===== config.mk =====
export PLATFORM = sky130hd
export DESIGN_NAME = bank_override_seq
export DESIGN_NICKNAME = d
export VERILOG_FILES = /design/src/rtl/bov_pkg.sv /design/src/rtl/bov_prefix_detect.sv /design/src/rtl/bov_delay_line.sv /design/src/rtl/bov_override_hold.sv /design/src/rtl/bank_override_seq.sv
export SDC_FILE = /design/constraint.sdc
export NUM_CORES = 1
export LEC_CHECK = 0
export ABC_AREA = 1
export BUFFER_PORTS_ARGS = -buffer_cell sky130_fd_sc_hd__buf_2
export CAP_MARGIN = 10
export CORE_AREA = 2 2 39 41
export CTS_CLUSTER_DIAMETER = 150
export DETAILED_ROUTE_END_ITERATION = 10
export DIE_AREA = 0 0 41 43
export SLEW_MARGIN = 0
export SYNTH_ARGS = -nofsm -noshare
export SYNTH_HDL_FRONTEND = slang
export SYNTH_SLANG_ARGS = --single-unit

===== constraint.sdc =====
create_clock -name clk -period 1.1 [get_ports clk]
set_input_delay 0.22 -clock clk [delete_from_list [all_inputs] [get_ports clk]]
set_output_delay 0.22 -clock clk [all_outputs]
set_load 0.05 [all_outputs]

===== src/rtl/bov_pkg.sv =====
// Package: shared constants and types for the bank override sequencer.
// Assumes an 8-bit data bus and a delay line no longer than MAX_DELAY taps.
package bov_pkg;
    localparam int unsigned MAX_DELAY      = 4;
    localparam int unsigned MIN_DELAY      = 2;
    typedef logic [7:0] opcode_t;
    localparam opcode_t     DEFAULT_PREFIX = 8'h03;
endpackage


===== src/rtl/bov_prefix_detect.sv =====
// Module: recognises the prefix opcode during an opcode-fetch cycle.
// Assumes data_in is valid whenever sync is high at the sampling edge.
module bov_prefix_detect
    import bov_pkg::*;
#(
    parameter opcode_t PREFIX_OPCODE = DEFAULT_PREFIX
) (
    input  logic    sync,
    input  opcode_t data_in,
    output logic    hit
);
    // Purpose: flag a fetch whose opcode is the prefix.
    always_comb begin
        hit = sync && (data_in == PREFIX_OPCODE);
    end
endmodule


===== src/rtl/bov_delay_line.sv =====
// Module: one-hot token shift register timing the override.
// A load injects a token at bit 0. The token moves up one bit per cycle and
// vanishes after the tap at bit DELAY-1. Bits at and above DELAY stay zero.
// Assumes MIN_DELAY <= DELAY <= LEN-1.
module bov_delay_line #(
    parameter int unsigned DELAY = 3,
    parameter int unsigned LEN   = 5
) (
    input  logic clk,
    input  logic rst_n,
    input  logic load,
    output logic tap,
    output logic pending
);
    logic [LEN-1:0] sr_q;
    logic [LEN-1:0] sr_d;

    // Purpose: next-state of each stage; a load flushes older tokens.
    for (genvar i = 0; i < LEN; i++) begin : g_stage
        if (i == 0) begin : g_head
            assign sr_d[i] = load;
        end else if (i < DELAY) begin : g_mid
            assign sr_d[i] = !load && sr_q[i-1];
        end else begin : g_unused
            assign sr_d[i] = 1'b0;
        end
    end

    // Purpose: register the token chain with synchronous reset.
    always_ff @(posedge clk) begin
        if (!rst_n) sr_q <= '0;
        else        sr_q <= sr_d;
    end

    assign tap     = sr_q[DELAY-1];
    assign pending = |sr_q;
endmodule


===== src/rtl/bov_override_hold.sv =====
// Module: holds the bank override from tap expiry until the next opcode fetch.
// An expiring tap has priority over a clearing fetch in the same cycle.
module bov_override_hold (
    input  logic clk,
    input  logic rst_n,
    input  logic fire,
    input  logic sync,
    output logic armed
);
    // Purpose: set on tap expiry, clear on a sampled opcode fetch.
    always_ff @(posedge clk) begin
        if (!rst_n)    armed <= 1'b0;
        else if (fire) armed <= 1'b1;
        else if (sync) armed <= 1'b0;
    end
endmodule


===== src/rtl/bank_override_seq.sv =====
// Module: top of the prefix-timed bank override sequencer.
// Drives the seventeenth address bit high for the data cycles of the
// instruction after a prefix, and holds it low in every fetch cycle.
// Assumes sync marks opcode fetches and that the prefix takes one cycle.
module bank_override_seq
    import bov_pkg::*;
#(
    parameter int unsigned DELAY         = 3,
    parameter opcode_t     PREFIX_OPCODE = DEFAULT_PREFIX
) (
    input  logic       clk,
    input  logic       rst_n,
    input  logic       sync,
    input  logic [7:0] data_in,
    output logic       a16,
    output logic       busy
);
    localparam int unsigned LEN = MAX_DELAY + 1;

    logic prefix_hit;
    logic tap;
    logic pending;
    logic armed;

    bov_prefix_detect #(.PREFIX_OPCODE(PREFIX_OPCODE)) u_detect (
        .sync    (sync),
        .data_in (data_in),
        .hit     (prefix_hit)
    );

    bov_delay_line #(.DELAY(DELAY), .LEN(LEN)) u_delay (
        .clk     (clk),
        .rst_n   (rst_n),
        .load    (prefix_hit),
        .tap     (tap),
        .pending (pending)
    );

    bov_override_hold u_hold (
        .clk   (clk),
        .rst_n (rst_n),
        .fire  (tap),
        .sync  (sync),
        .armed (armed)
    );

    // Purpose: gate the override off during fetches; report activity.
    always_comb begin
        a16  = armed && !sync;
        busy = pending || armed;
    end
endmodule


==> key figures <==
Critical path
  – CP dominant cell by count: inv_2
  – Crit-path max cell delay: between 0.3 and 0.4 ns
  – Worst r2r path cells: 4
  – R2r startpoint: u_hold.armed
  – Critical path fanouts, max: 2
  – Startpoint types: register
  – Reg2reg setup slack: 0.24 ns
  – Worst r2r dst: u_hold.armed
  – Crit-path leading delay family: flip-flops
  – Crit path buffers/inverters: 3
  – Crit path arrival time: roughly 0.99 ns
  – Worst Setup End Kind: primary output
  – Required time of the critical path: approximately 0.88 ns
  – CP cell instances: inv_2 -> or2_4 -> inv_2 -> buf_8
  – CP max stage cell: dfxtp_2
  – Setup Crit Path Kind: register to primary output

Worst hold path
  – Hold worst-path end: u_delay.sr_q[1]
  – Hold crit path type: input port to register
  – Worst hold path stage count: 3
  – Hold path startpoint: rst_n

Floorplan
  – Die Y-Extent: roughly 43 microns
  – Initial core utilization: 0.130
  – Core Box Area: around 1400 sq um
  – # rows: 14
  – Full die area: 1760 sq um
  – Die width: just over 40 microns
  – I/O pins: 13

Timing
  – Final worst path period share: 1.10
  – PnR worst setup slack: -0.113 ns
  – Min Tclk post-route: approximately 1.2 ns
  – Worst-margin pin slew: 0.138 ns
  – Fmax: about 0.82 GHz
  – RSZ-0062 raised after global routing: yes
  – Final max-slew violation count: 0
  – Fin. Hold Viols: 0
  – Rel. slew slack: 0.908
  – Final Setup Violations: 2
  – Worst Skew: about 0.005 ns

Final layout
  – Diode count: 0
  – Layout area overhead: 71.5%
  – Total Nets Final: 54
  – Layout Utilization: 0.223
  – Commonest non-fill, non-tap cell in the layout: buf_2
  – Fraction of layout cells with a size suffix above 1: 0.585
  – Most frequent cells in the layout: 10 x buf_2, 6 x nor2_1, 4 x nand2_1, 3 x inv_1, 3 x clkbuf_4

Synth
  – Register area share after synthesis: 0.444
  – Post-synth cell types: 9
  – #FFs+latches synth: 4
  – YS warnings: 0
  – Synthesized area: 180 sq um
  – Mean area per synthesized cell: 7.21 sq um
  – Synth Instances: 25
  – Synthesized net count: 36

Pwr
  – PwrDens: 1140 nW/um^2
  – Overall Power: between 0.0003 and 0.0004 W
  – Max VDD drop: 0.275 mV
  – LEAKAGE: 0.154 nW

Drt
  – ANT nets after route: 0
  – Via Count: about 190
  – WL/cell: around 6.1 microns
  – DR iter-0 viols: 1
  – DRT Wirelength: around 350 microns
  – Via-to-Cell Ratio: 3.26
  – Pre-antenna DRT Iters: 2
  – Remaining DRCs: 0

Clocking
  – Sink Count: 4
  – CTS buffer count: 3
  – CTS tree: done
  – Worst-path clk slew: 0.04 ns
  – Clock Path Buffers: 2
  – Clock root buffer: clkbuf_4
  – Htree depth: 1
  – Clock latency on the worst-skew pair: around 0.23 ns
  – Setup Fix Bufs, Post-CTS: 0

Run status
  – Failing checks: setup timing
  – Status: finished with violations

GRT
  – Vias in the first global route: about 180
  – Initial antenna violation count: 0
  – Largest net degree at the start of global routing: 4
  – First-pass GRT wire length: 621 microns
  – Grt ovf: 0
  – GRT Total Usage: 0.0603

Placed design
  – Final GP Congestion: ~0.68
  – DP HPWL: 298 microns
  – Port Buffers: 12

Job
  – Max-cap violations: 0
[worst register-to-register path, cell delays in order, from the launching register on]
cell	delay [ns]
dfxtp_2	0.31
inv_2	0.03
or2_4	0.22
buf_4	0.13
a21oi_2	0.09
[routing by layer]
layer	share of wire	global-route usage	vias to the layer above
met3	0.16	0.0628	2
met4	0.029	0.0600	0
li1	-	-	107
met1	0.41	0.0548	66
met2	0.40	0.0688	11
met5	0	0	-
[repair_timing]
item	in CTS	in global routing
setup endpoints to repair	2	2
resized for setup	6	3
hold buffers	0	0
pin swaps	1	0
[cells in the mapped netlist, drive strengths merged]
library cell  instances  share of area
a21oi                 1          0.049
dfxtp                 4           0.44
inv                   5           0.10
nand2                 4          0.083
nand3                 2          0.056
nor2                  7           0.16
nor3                  1          0.056
or2                   1          0.049
[power breakdown]
part           internal [W]  leakage, nW  total [W]  switching [W]
logic             0.0000153        0.107  0.0000268      0.0000116
clock network      0.000122       0.0138   0.000180      0.0000577
registers          0.000146       0.0332   0.000146   0.0000000326
[worst max path at each step]
stage,startpoint,to,slack (ns),cells after the start
after floorplan,u_hold.armed,a16,0.02,3
after global placement,sync,a16,0.02,4
after detailed placement,sync,a16,0.02,4
after CTS,u_hold.armed,a16,-0.13,4
after global routing,u_hold.armed,a16,-0.16,4
final,u_hold.armed,a16,-0.11,4
[stage by stage]
| step | worst slack [ns] | hold WS (ns) | cell area, sq um | instances | TNS, ns |
|---|---|---|---|---|---|
| 3_5_place_dp | 0.0210 | 0.426 | 268 | 54 | 0 |
| 3_3_place_gp | 0.0223 | 0.423 | 268 | 54 | 0 |
| 6_report | -0.113 | 0.237 | 309 | 57 | -0.114 |
| 4_1_cts | -0.130 | 0.233 | 307 | 57 | -0.136 |
| 2_1_floorplan | 0.0204 | 0.346 | 180 | 25 | 0 |
| 5_1_grt | -0.158 | 0.256 | 309 | 57 | -0.228 |
[area by class of cell]
| class | count | area [sq um] |
|---|---|---|
| Clock buffer | 3 | 22.5 |
| Fill cell | 156 | 1070 |
| Inverter | 5 | 18.8 |
| Multi-Input combinational cell | 16 | 81.3 |
| Sequential cell | 4 | 82.6 |
| Tap cell | 16 | 20.0 |
| Timing Repair Buffer | 13 | 83.8 |
[flip-flops by register name, indices dropped and copies added (netlist names)]
register and flops:
u_delay.sr_q 3, u_hold.armed 1
[logic make-up after synthesis]
group           synth area share
buf+inv                    0.104
compound gates            0.0486
flops                      0.444
simple gates               0.403
(Power assumes the default switching activity.)
